===== src/rtl/circ_dma_pkg.sv =====
package circ_dma_pkg;
    typedef enum logic [2:0] {
        ST_IDLE  = 3'd0,
        ST_WAIT  = 3'd1,
        ST_READ  = 3'd2,
        ST_WRITE = 3'd3,
        ST_HALT  = 3'd4
    } dma_state_e;
endpackage


===== src/rtl/circ_dma_modaddr.sv =====
module circ_dma_modaddr #(
    parameter int ADDR_W   = 32,
    parameter int MOD_BITS = 17,
    parameter int SRC_STEP = 4
) (
    input  logic [ADDR_W-1:0] cur_addr,
    output logic [ADDR_W-1:0] nxt_addr
);
    generate
        if (MOD_BITS >= ADDR_W) begin : g_full
            assign nxt_addr = cur_addr + ADDR_W'(SRC_STEP);
        end else begin : g_mod
            logic [MOD_BITS-1:0] low_sum;
            assign low_sum  = cur_addr[MOD_BITS-1:0] + MOD_BITS'(SRC_STEP);
            assign nxt_addr = {cur_addr[ADDR_W-1:MOD_BITS], low_sum};
        end
    endgenerate
endmodule


===== src/rtl/circ_dma_loopctr.sv =====
module circ_dma_loopctr #(
    parameter int LIMIT = 16
) (
    input  logic clk,
    input  logic rst_n,
    input  logic clear,
    input  logic step,
    output logic last
);
    localparam int CW = $clog2(LIMIT + 1);

    logic [CW-1:0] cnt_d, cnt_q;

    assign last = (cnt_q == CW'(LIMIT - 1));

    always_comb begin
        cnt_d = cnt_q;
        if (clear)
            cnt_d = '0;
        else if (step)
            cnt_d = last ? '0 : cnt_q + CW'(1);
    end

    always_ff @(posedge clk) begin
        if (!rst_n) cnt_q <= '0;
        else        cnt_q <= cnt_d;
    end

    a_cnt_range_R7: assert property (@(posedge clk) disable iff (!rst_n)
        cnt_q <= CW'(LIMIT - 1));
endmodule


===== src/rtl/circ_dma_channel.sv =====
module circ_dma_channel
    import circ_dma_pkg::*;
#(
    parameter int ADDR_W      = 32,
    parameter int DATA_W      = 32,
    parameter int MINOR_BEATS = 16,
    parameter int MAJOR_COUNT = 512,
    parameter int MOD_BITS    = 17,
    parameter int SRC_STEP    = 4
) (
    input  logic                clk,
    input  logic                rst_n,
    input  logic                arm,
    input  logic [ADDR_W-1:0]   src_base,
    input  logic [ADDR_W-1:0]   dst_addr,
    input  logic                req,
    output logic                mem_rd_req,
    output logic [ADDR_W-1:0]   mem_rd_addr,
    input  logic                mem_rd_ack,
    input  logic [DATA_W-1:0]   mem_rd_data,
    input  logic                mem_rd_err,
    output logic                per_wr_req,
    output logic [ADDR_W-1:0]   per_wr_addr,
    output logic [DATA_W-1:0]   per_wr_data,
    input  logic                per_wr_ack,
    input  logic                per_wr_err,
    output logic                irq,
    output logic                err,
    output logic [MOD_BITS-1:0] buf_pos
);
    localparam int HI_W = (ADDR_W > MOD_BITS) ? ADDR_W - MOD_BITS : 1;

    typedef struct packed {
        dma_state_e        st;
        logic [ADDR_W-1:0] src;
        logic [ADDR_W-1:0] dst;
        logic [HI_W-1:0]   win;
        logic [DATA_W-1:0] data;
        logic              irq;
        logic              err;
    } chan_regs_t;

    chan_regs_t        r_d, r_q;
    logic [ADDR_W-1:0] src_next;
    logic              beat_done, beat_last, major_last, cnt_clear;

    circ_dma_modaddr #(
        .ADDR_W  (ADDR_W),
        .MOD_BITS(MOD_BITS),
        .SRC_STEP(SRC_STEP)
    ) i_modaddr (
        .cur_addr(r_q.src),
        .nxt_addr(src_next)
    );

    assign beat_done = (r_q.st == ST_WRITE) && per_wr_ack && !per_wr_err;
    assign cnt_clear = (r_q.st == ST_IDLE);

    circ_dma_loopctr #(.LIMIT(MINOR_BEATS)) i_beat_ctr (
        .clk(clk), .rst_n(rst_n), .clear(cnt_clear),
        .step(beat_done), .last(beat_last)
    );

    circ_dma_loopctr #(.LIMIT(MAJOR_COUNT)) i_major_ctr (
        .clk(clk), .rst_n(rst_n), .clear(cnt_clear),
        .step(beat_done && beat_last), .last(major_last)
    );

    function automatic logic [HI_W-1:0] upper_bits(input logic [ADDR_W-1:0] a);
        logic [ADDR_W+HI_W-1:0] ext;
        ext = {{HI_W{1'b0}}, a};
        return (MOD_BITS >= ADDR_W) ? '0 : ext[MOD_BITS +: HI_W];
    endfunction

    always_comb begin
        r_d     = r_q;
        r_d.irq = 1'b0;
        unique case (r_q.st)
            ST_IDLE: begin
                r_d.src = src_base;
                r_d.dst = dst_addr;
                r_d.win = upper_bits(src_base);
                r_d.err = 1'b0;
                r_d.st  = ST_WAIT;
            end
            ST_WAIT: begin
                if (req) r_d.st = ST_READ;
            end
            ST_READ: begin
                if (mem_rd_ack) begin
                    if (mem_rd_err) begin
                        r_d.st  = ST_HALT;
                        r_d.err = 1'b1;
                    end else begin
                        r_d.data = mem_rd_data;
                        r_d.st   = ST_WRITE;
                    end
                end
            end
            ST_WRITE: begin
                if (per_wr_ack) begin
                    if (per_wr_err) begin
                        r_d.st  = ST_HALT;
                        r_d.err = 1'b1;
                    end else begin
                        r_d.src = src_next;
                        if (beat_last) begin
                            r_d.st  = ST_WAIT;
                            r_d.irq = major_last;
                        end else begin
                            r_d.st = ST_READ;
                        end
                    end
                end
            end
            default: r_d.st = ST_HALT;
        endcase
        if (!arm) begin
            r_d.st  = ST_IDLE;
            r_d.irq = 1'b0;
            if (r_q.st == ST_IDLE) r_d.err = 1'b0;
        end
    end

    always_ff @(posedge clk) begin
        if (!rst_n) begin
            r_q      <= '0;
            r_q.st   <= ST_IDLE;
        end else begin
            r_q <= r_d;
        end
    end

    assign mem_rd_req  = (r_q.st == ST_READ);
    assign mem_rd_addr = r_q.src;
    assign per_wr_req  = (r_q.st == ST_WRITE);
    assign per_wr_addr = r_q.dst;
    assign per_wr_data = r_q.data;
    assign irq         = r_q.irq;
    assign err         = r_q.err;
    assign buf_pos     = r_q.src[MOD_BITS-1:0];

    assert_one_master_R2: assert property (@(posedge clk) disable iff (!rst_n)
        !(mem_rd_req && per_wr_req));

    assert_rd_hold_R3: assert property (@(posedge clk) disable iff (!rst_n)
        (mem_rd_req && !mem_rd_ack && arm) |=> (mem_rd_req && $stable(mem_rd_addr)));

    assert_rd_window_R4: assert property (@(posedge clk) disable iff (!rst_n)
        mem_rd_req |-> (upper_bits(mem_rd_addr) == r_q.win));

    assert_irq_pulse_R7: assert property (@(posedge clk) disable iff (!rst_n)
        irq |=> !irq);

    assert_irq_after_write_R7: assert property (@(posedge clk) disable iff (!rst_n)
        $rose(irq) |-> $past(per_wr_req && per_wr_ack));

    assert_err_halts_R9: assert property (@(posedge clk) disable iff (!rst_n)
        err |-> (!mem_rd_req && !per_wr_req));

    assert_err_sticky_R9: assert property (@(posedge clk) disable iff (!rst_n)
        (err && arm) |=> err);
endmodule


===== config.mk =====
export PLATFORM = sky130hd
export DESIGN_NAME = circ_dma_channel
export DESIGN_NICKNAME = d
export VERILOG_FILES = /design/src/rtl/circ_dma_pkg.sv /design/src/rtl/circ_dma_modaddr.sv /design/src/rtl/circ_dma_loopctr.sv /design/src/rtl/circ_dma_channel.sv
export SDC_FILE = /design/constraint.sdc
export NUM_CORES = 1
export LEC_CHECK = 0
export BUFFER_PORTS_ARGS = -buffer_cell sky130_fd_sc_hd__buf_2
export CORE_ASPECT_RATIO = 1.1
export CORE_MARGIN = 4
export CORE_UTILIZATION = 53
export CTS_CLUSTER_SIZE = 8
export DETAILED_ROUTE_END_ITERATION = 10
export GPL_ROUTABILITY_DRIVEN = 0
export GPL_TIMING_DRIVEN = 0
export PLACE_DENSITY = 0.86
export SYNTH_ARGS = -nofsm -noshare
export SYNTH_HDL_FRONTEND = slang
export SYNTH_SLANG_ARGS = --single-unit

===== constraint.sdc =====
create_clock -name clk -period 4.05 [get_ports clk]
set_clock_uncertainty 0.2 [all_clocks]
set_input_delay 0.405 -clock clk [delete_from_list [all_inputs] [get_ports clk]]
set_output_delay 0.405 -clock clk [all_outputs]
set_load 0.01 [all_outputs]

==> run metrics, run 1 <==
Synth Cell Area=5733 um2; unique cell type count in the Yosys netlist=54; Pre-antenna DRT Iters=6; IO Count=221; hold_sp=src_base[27]; Sw Pwr=approximately 0.00074 W; wire length after detailed routing=roughly 16 mm; Vias/cell=5.007; Final ANT Viol Nets=0; syn_area_per_cell=8.007 um2; Synth area leaders=dfxtp_1 41%, buf_4 15%, nand2_1 12%; antenna diode count=0; EDFF count, synth=0; post-CTS setup buffers=0; Final #Nets=1061; cts hold-fix bufs=0; cts repair resizes=0; Critical Path RT=3440 ps; die area=12550 um2; top cell type's share of synthesized area=40.51%; Worst-path clk slew=50 ps; die height=117.1 um; PortBufs=219; Tightest Hold Check Type=in2reg; status=finished, final reports clean; RSZ-0062 raised after global routing=no; Reg2Reg Setup Slack=1750 ps; period utilization=roughly three fifths; Synth Instances=716; Layout Utilization=72.80%; share of cells above drive strength 1=38.51%; post-synth top area cell=dfxtp_1; worst vdd rail ir drop=roughly 270 uV; Row Count=39; routed vias=5553; initial antenna violation count=0; Max FO, Critical Path=10; reg2reg end=mem_rd_addr[24]; fmax=approximately 0.4 GHz; R2R depth=7; top_reg_cell synth=dfxtp_1; global route overflow=0; Period minus WS final=roughly 2500 ps; Core ar.=around 10000 um2; critical path arrival=between 1500 and 2000 ps; initial drt markers=296; CTS sink count=between 100 and 150; Int Pwr=0.002503 W; P&R area growth vs syn=33.22%; vias in the first global route=5221; max-slew violation count=0; Die Width=~110 um; total CTS buffers=17; TNS Setup=0 ps; switching part of the total=22.74%; Synthesized Nets=823; Hold Slack=around 44 ps; post-DP HPWL=11.62 mm; DR WL/cell=14.10 um; Root Driver=clkbuf_16; CTS HTree Levels=4; Initial Utilization=54.65%; Clk network pwr share=between 40% and 50%; largest net degree at the start of global routing=17; slew at the pin closest to its max-slew limit=just over 600 ps; hold worst-path end=mem_rd_addr[27]; Max-slew headroom=59.32%; sequential share of power=around two fifths; Logic pwr share=12.6%; #FFs+latches synth=116; gr usage total=24.47%; pwr/cell area=424.2 nW/um2; Crit Path Class=reg2out; Overall Power=0.003240 W; Final Hold Viols=0; LEAKAGE=between 3 and 4 nW; clk_lat worst skew=~400 ps; synth warn=0; CP endpoint kind=output pin; Cells on Worst Hold Path=3; Post-synth ARST share=0%; CTS tree=done; residual DRC count=0; type of origin of the critical path=register; clk buf depth=2; worst reg2reg path startpoint=r_q[113]; Max-Cap Viols=0; Seq/Total Area, Yosys=40.51%; first-pass GRT wire length=24.63 mm; final setup fails=0
placed cells by master (no fill, tap or decap), types with 8 or more instances in the layout:
cell       count
a21boi_0      55
a21oi_1       46
buf_2        224
buf_4        113
clkbuf_1      35
clkbuf_16     17
dfxtp_1      116
nand2_1      188
nand3_1       16
nand4_1        8
nor2_1        19
nor3_1         9
o21ai_0       16
how the worst max path moves through the flow:
stage / startpoint / slack [ps] / cells past startpoint / endpoint
CTS: r_q[115] / 1620 / 4 / per_wr_req
global placement: r_q[114] / 1780 / 6 / i_major_ctr.cnt_q[6]
detailed placement: r_q[113] / 1760 / 7 / mem_rd_addr[23]
global route: r_q[115] / 1490 / 4 / per_wr_req
finish: r_q[115] / 1590 / 4 / per_wr_req
floorplan: i_beat_ctr.cnt_q[0] / 2010 / 5 / i_major_ctr.cnt_q[8]
cells in the mapped netlist, drive strengths merged, types with 2 or more instances:
master	instances
nand2b	3
a21oi	46
a32o	3
dfxtp	116
nand4b	3
a211oi	2
and3	2
nor3b	4
o31a	2
nand2	188
a31oi	2
clkbuf	33
a22o	4
and3b	2
nor2	19
nor3	9
and2	5
a21boi	58
ha	3
nand4	8
a21o	2
buf	119
nand3b	3
nor4	5
inv	5
o31ai	3
and4	4
o211ai	3
o22ai	2
o211a	4
xor2	2
o21ai	16
or4	6
xnor2	3
nand3	16
cell families (layout without fill, tap and decap cells):
family | count (synthesis) | count (layout) | synth area share, %
AOI/OAI and AO/OA | 152 | 152 | 17.63
xor gates and xnor gates | 5 | 5 | 0.7640
adders and majority gates | 3 | 3 | 0.6548
buffers and inverters | 157 | 407 | 17.79
DFF | 116 | 116 | 40.51
and+or+nand+nor | 283 | 283 | 22.65
metal layers:
layer	GRT usage [%]	part of all wire [%]	vias to the layer above
met2	42.97	50	207
met1	29.49	41	2542
met4	8.951	1.5	0
met3	5.485	7.3	18
li1	-	-	2786
met5	0	0	-
critical path: stages, from the launching register on:
cell,delay (ps)
dfxtp_1,350
nand3b_4,250
inv_2,210
buf_1,420
buf_2,230
final cells by class:
class	count	area, um2
clock buffer	20	446.7
multi-input combinational	443	2391
clock inverter	11	182.7
inverter	5	18.77
timing repair buffer	219	1096
fill	810	2854
buffer	152	1001
tap	143	178.9
sequential	116	2322
flip-flops by register name, summed over array words and instances, names as in the netlist:
signal / flops
mem_rd_addr: 32
per_wr_data: 32
i_major_ctr.cnt_q: 10
err: 1
i_beat_ctr.cnt_q: 5
r_q: 3
per_wr_addr: 32
irq: 1
power by group through the flow:
stage | Combinational, W | Sequential (W) | Clock, W
3_3_place_gp | 0.000403 | 0.00126 | 0
2_1_floorplan | 0.000254 | 0.00125 | 0
6_report | 0.000409 | 0.00124 | 0.00159
4_1_cts | 0.000411 | 0.00124 | 0.00161
3_5_place_dp | 0.000408 | 0.00126 | 0
5_1_grt | 0.000452 | 0.00125 | 0.00166
metrics by stage:
step,std cells,area (um2),setup WS (ps)
floorplan,716,5733,2012
global placement,1078,7008,1776
detailed placement,1078,7008,1758
CTS,1109,7637,1616
global route,1109,7637,1491
finish,1109,7637,1591
Power figures use the tool's default switching activity.
==> inputs of run 2 (changes only) <==
--- a/config.mk
+++ b/config.mk
@@ -8,12 +8,12 @@
 export BUFFER_PORTS_ARGS = -buffer_cell sky130_fd_sc_hd__buf_2
 export CORE_ASPECT_RATIO = 1.1
 export CORE_MARGIN = 4
-export CORE_UTILIZATION = 53
+export CORE_UTILIZATION = 49
 export CTS_CLUSTER_SIZE = 8
 export DETAILED_ROUTE_END_ITERATION = 10
 export GPL_ROUTABILITY_DRIVEN = 0
 export GPL_TIMING_DRIVEN = 0
-export PLACE_DENSITY = 0.86
+export PLACE_DENSITY = 0.8
 export SYNTH_ARGS = -nofsm -noshare
 export SYNTH_HDL_FRONTEND = slang
 export SYNTH_SLANG_ARGS = --single-unit
==> constraint.sdc (replaced) <==
create_clock -name clk -period 2.4 [get_ports clk]
set_clock_uncertainty 0.2 [all_clocks]
set_input_delay 0.24 -clock clk [delete_from_list [all_inputs] [get_ports clk]]
set_output_delay 0.24 -clock clk [all_outputs]
set_load 0.01 [all_outputs]
==> run 2 against run 1 <==
Clock power up 64%. Largest cell class is now buffers. Worst setup slack got worse by 1500 ps. Die area grew 7.6%. Sequential cell count did not move. Global-route usage up 2.5 points. Count of clock-buffer cells in the layout grew 2. Combinational power grew 100%. Final area is 12% higher. First-iteration DRC count up 58%. Utilization grew 1.9 points.
==> run metrics, run 2 (synthesis gave the netlist of run 1 again) <==
DR WL/cell=15.28 um; largest net degree at the start of global routing=17; PortBufs=219; total CTS buffers=17; pwr/cell area=between 600 and 700 nW/um2; crit-path leading delay family=simple AND/OR/NAND/NOR gates; Hold Slack=22.63 ps; placed insts=1085; period utilization=95.04%; switching part of the total=about a quarter; slew at the pin closest to its max-slew limit=583.8 ps; Int Pwr=0.004223 W; global route overflow=0; CP endpoint kind=register; Multi-input gate area=2412 um2; hold_sp=src_base[13]; status=finished, final reports clean; CP Depth=5; crit-path cells=ha_1, and4b_1, nand3_2, or4_1, a21oi_1; Final ANT Viol Nets=0; CP peak stage delay=570 ps; Worst-path clk slew=60 ps; Tightest Hold Check Type=in2reg; die area=13500 um2; fmax=0.4384 GHz; Logic pwr share=roughly 15%; initial antenna violation count=0; Initial Utilization=50.11%; post-DP HPWL=11.71 mm; final setup fails=0; slowest CP cell=or4_1; vias in the first global route=~6000; Core ar.=11440 um2; Pre-antenna DRT Iters=5; Max FO, Critical Path=9; sequential cell area=~2300 um2; Critical Path End=i_major_ctr.cnt_q[9]; clk buf depth=2; post-route insts no fill=between 1000 and 1500; critical path arrival=about 2400 ps; commonest non-fill, non-tap cell in the layout=buf_2; sequential share of power=37.9%; CTS tree=done; residual DRC count=0; LEAKAGE=4.097 nW; CTS HTree Levels=4; reg2reg end=i_major_ctr.cnt_q[9]; die height=121.4 um; type of origin of the critical path=register; Max-slew headroom=around 61%; Max-Cap Viols=0; routed vias=6081; CTS sink count=116; Layout Utilization=74.75%; Overall Power=0.005532 W; Root Driver=clkbuf_16; TNS Setup=0 ps; Vias/cell=just over 5; initial drt markers=469; worst vdd rail ir drop=around 430 uV; Clk network pwr share=47.2%; wire length after detailed routing=18.46 mm; Critical Path RT=2520 ps; R2R depth=5; Final Hold Viols=0; Final #Nets=1150; max-slew violation count=0; RSZ-0062 raised after global routing=no; worst reg2reg path startpoint=i_beat_ctr.cnt_q[0]; IO Count=221; Row Count=41; critical path buffer and inverter count=0; Setup crit start=i_beat_ctr.cnt_q[0]; Crit Path Class=reg2reg; clk_lat worst skew=410 ps; Die Width=111.1 um; share of cells above drive strength 1=a little over a third; P&R area growth vs syn=49.15%; first-pass GRT wire length=29.73 mm; Reg2Reg Setup Slack=120 ps; most frequent cells in the layout=224 x buf_2, 188 x nand2_1, 116 x dfxtp_1, 113 x buf_4, 90 x dlygate4sd3_1; gr usage total=26.94%; number of fill cells in the layout=~790; Period minus WS final=2281 ps; Sw Pwr=0.001309 W
## run 2: how the worst min path moves through the flow
stage,end,cells after the start
after CTS,mem_rd_addr[9],3
after global placement,mem_rd_addr[19],2
after floorplan,per_wr_data[12],2
after global routing,mem_rd_addr[6],4
final,mem_rd_addr[13],4
after detailed placement,mem_rd_addr[19],2
## run 2: layout make-up
type,count,area share (%)
clock inverters,10,1.814
flip-flops and latches,116,27.16
multi-input cells,443,28.21
plain buffers,151,11.68
well taps,150,2.195
repair buffers,309,23.35
clock buffers,22,5.312
inverters,5,0.2195
diodes,2,0.05853
## run 2: power groups by stage
stage / clock (W) / sequential [W] / combinational (W)
after floorplan: 0 / 0.00211 / 0.000428
after global placement: 0 / 0.00213 / 0.000682
after detailed placement: 0 / 0.00213 / 0.000687
after CTS: 0.00264 / 0.00209 / 0.000808
after global routing: 0.00273 / 0.00210 / 0.000899
final: 0.00261 / 0.00210 / 0.000826
## run 2: routing by layer
| metal | up-vias | part of all wire, % | global-route usage (%) |
|---|---|---|---|
| met4 | 0 | 2.5 | 11.18 |
| li1 | 2964 | - | - |
| met5 | - | 0 | 0 |
| met1 | 2806 | 40 | 30.46 |
| met2 | 269 | 51 | 48.22 |
| met3 | 42 | 6.7 | 7.082 |
## run 2: repair_timing
action / in CTS / in global routing
buffers inserted: 0 / 0
resized for setup: 0 / 6
endpoints found under the setup margin: 0 / 33
hold endpoints to repair: 92 / 0
hold buffers: 90 / 0
## run 2: tightest hold or removal path, cell delays in order
cell and delay [ps]:
buf_2 100, nand2_1 50, o31a_1 120, o22ai_1 80
## run 2: per-stage QoR
stage	area (um2)	setup slack (ps)
global placement	7017	44.32
finish	8551	119.1
detailed placement	7017	71.03
CTS	8527	28.07
floorplan	5733	362.5
global route	8546	44.65
==> inputs of run 3 (changes only) <==
--- a/config.mk
+++ b/config.mk
@@ -13,6 +13,7 @@
 export DETAILED_ROUTE_END_ITERATION = 10
 export GPL_ROUTABILITY_DRIVEN = 0
 export GPL_TIMING_DRIVEN = 0
+export HOLD_SLACK_MARGIN = 0.08
 export PLACE_DENSITY = 0.8
 export SYNTH_ARGS = -nofsm -noshare
 export SYNTH_HDL_FRONTEND = slang
==> run 3 against run 2 <==
Sequential share of layout area decreased by 0.27 points. Via count grew 0.86%. Register-to-register slack got worse by 20 ps. Hold slack improved by 92 ps. Worst setup slack worse by 22 ps. Sequential cell count unchanged. Fmax decreased by 0.94%. Die area did not move. Critical path type unchanged. Largest cell class unchanged.
==> run metrics, run 3 (synthesis gave the netlist of run 1 again) <==
status=finished, final reports clean; slowest CP cell=or4_1; pre-CTS WS=between 70 and 80 ps; Pre-antenna DRT Iters=5; wire length after detailed routing=18.71 mm; first-pass GRT wire length=~30 mm; Sw Pwr=0.001317 W; Final Cell Area=8637 um2; critical path buffer and inverter count=0; setup slack after layout=97.55 ps; Tightest Hold Check Type=in2reg; share of cells above drive strength 1=35.18%; slew at the pin closest to its max-slew limit=581.2 ps; critical path arrival=2410 ps; crit-path leading delay family=simple AND/OR/NAND/NOR gates; CP Depth=5; dpl cell area=approximately 7000 um2; period utilization=95.94%; largest net degree at the start of global routing=17; pwr/cell area=642.5 nW/um2; Logic pwr share=15.1%; type of origin of the critical path=register; DR WL/cell=15.37 um; Final ANT Viol Nets=0; Layout Utilization=75.50%; worst vdd rail ir drop=450.8 uV; P&R area growth vs syn=50.65%; sequential share of power=a little under two fifths; initial antenna violation count=0; Row Count=41; commonest non-fill, non-tap cell in the layout=buf_2; Vias/cell=5.039; CTS HTree Levels=4; RSZ-0062 raised after global routing=no; Critical Path RT=2510 ps; post-CTS setup buffers=0; total CTS buffers=17; die area=around 13000 um2; Cells on Worst Hold Path=5; Int Pwr=0.004233 W; global route overflow=0; Die Width=111.1 um; TNS Setup=0 ps; Worst-path clk slew=60 ps; Crit Path Class=reg2reg; CTS sink count=116; vias in the first global route=6167; Overall Power=0.005549 W; Final Hold Viols=0; Final #Nets=1160; max-slew violation count=0; Period minus WS final=2302 ps; final setup fails=0; clk_lat worst skew=410 ps; fmax=0.4343 GHz; CP endpoint kind=register; CP peak stage delay=around 560 ps; clk buf depth=2; routed vias=6133; Clk network pwr share=47.1%; IO Count=221; Root Driver=clkbuf_16; Initial Utilization=50.11%; switching part of the total=23.73%; Core ar.=~11000 um2; post-DP HPWL=11.71 mm; Max-Cap Viols=0; CTS tree=done; most frequent cells in the layout=224 x buf_2, 188 x nand2_1, 116 x dfxtp_1, 113 x buf_4, 100 x dlygate4sd3_1; R2R depth=5; PortBufs=about 220; die height=121.4 um; residual DRC count=0; crit-path cells=ha_1, and4b_1, nand3_2, or4_1, a21oi_1; Max-slew headroom=61.25%; Max FO, Critical Path=9; LEAKAGE=approximately 4.1 nW; gr usage total=27.29%; initial drt markers=403
-- run 3: repair_timing --
item,in CTS,in global routing
endpoints found under the hold margin,100,0
hold buffers,100,0
gates resized for setup,0,5
setup endpoints to repair,0,32
-- run 3: per-stage QoR --
step           hold slack (ps)  cells
3_3_place_gp             242.2   1085
2_1_floorplan            174.8    716
4_1_cts                  102.2   1217
3_5_place_dp             246.9   1085
5_1_grt                  155.9   1216
6_report                 114.2   1217
-- run 3: cell type report --
class	instances	area (um2)
fill	777	2803
multi-input combinational	443	2401
sequential	116	2322
timing repair buffer	319	2097
buffer	151	998.5
clock buffer	22	454.2
tap	150	187.7
clock inverter	10	155.1
inverter	5	18.77
antenna	1	2.502
-- run 3: path summary, 6_finish.rpt --
| check | start | to | slack (ps) |
|---|---|---|---|
| min | mem_rd_ack | per_wr_data[6] | 110 |
| max | i_beat_ctr.cnt_q[0] | i_major_ctr.cnt_q[9] | 100 |
| max reg2reg | i_beat_ctr.cnt_q[0] | i_major_ctr.cnt_q[9] | 100 |
| min reg2reg | mem_rd_addr[26] | mem_rd_addr[26] | 250 |
-- run 3: worst register-to-register path, delay by kind of cell (launching register included) --
| kind | cells | cell delay [ps] |
|---|---|---|
| flip-flops | 1 | 390 |
| AO/OA/AOI/OAI | 1 | 270 |
| AND/OR/NAND/NOR | 3 | 1090 |
| adder cells (fa/ha/maj) | 1 | 240 |
-- run 3: layer usage --
layer	vias up	track usage, %	routed length [um]
li1	2980	-	-
met1	2829	30.18	7267
met2	275	49.01	9637
met3	49	6.983	1225
met4	0	12.93	579
met5	-	0	0
-- run 3: power groups by stage --
stage / registers [W] / logic (W) / clock network, W
after floorplan: 0.00211 / 0.000428 / 0
after global placement: 0.00213 / 0.000682 / 0
after detailed placement: 0.00213 / 0.000687 / 0
after CTS: 0.00209 / 0.000820 / 0.00264
after global routing: 0.00210 / 0.000912 / 0.00273
final: 0.00209 / 0.000838 / 0.00262
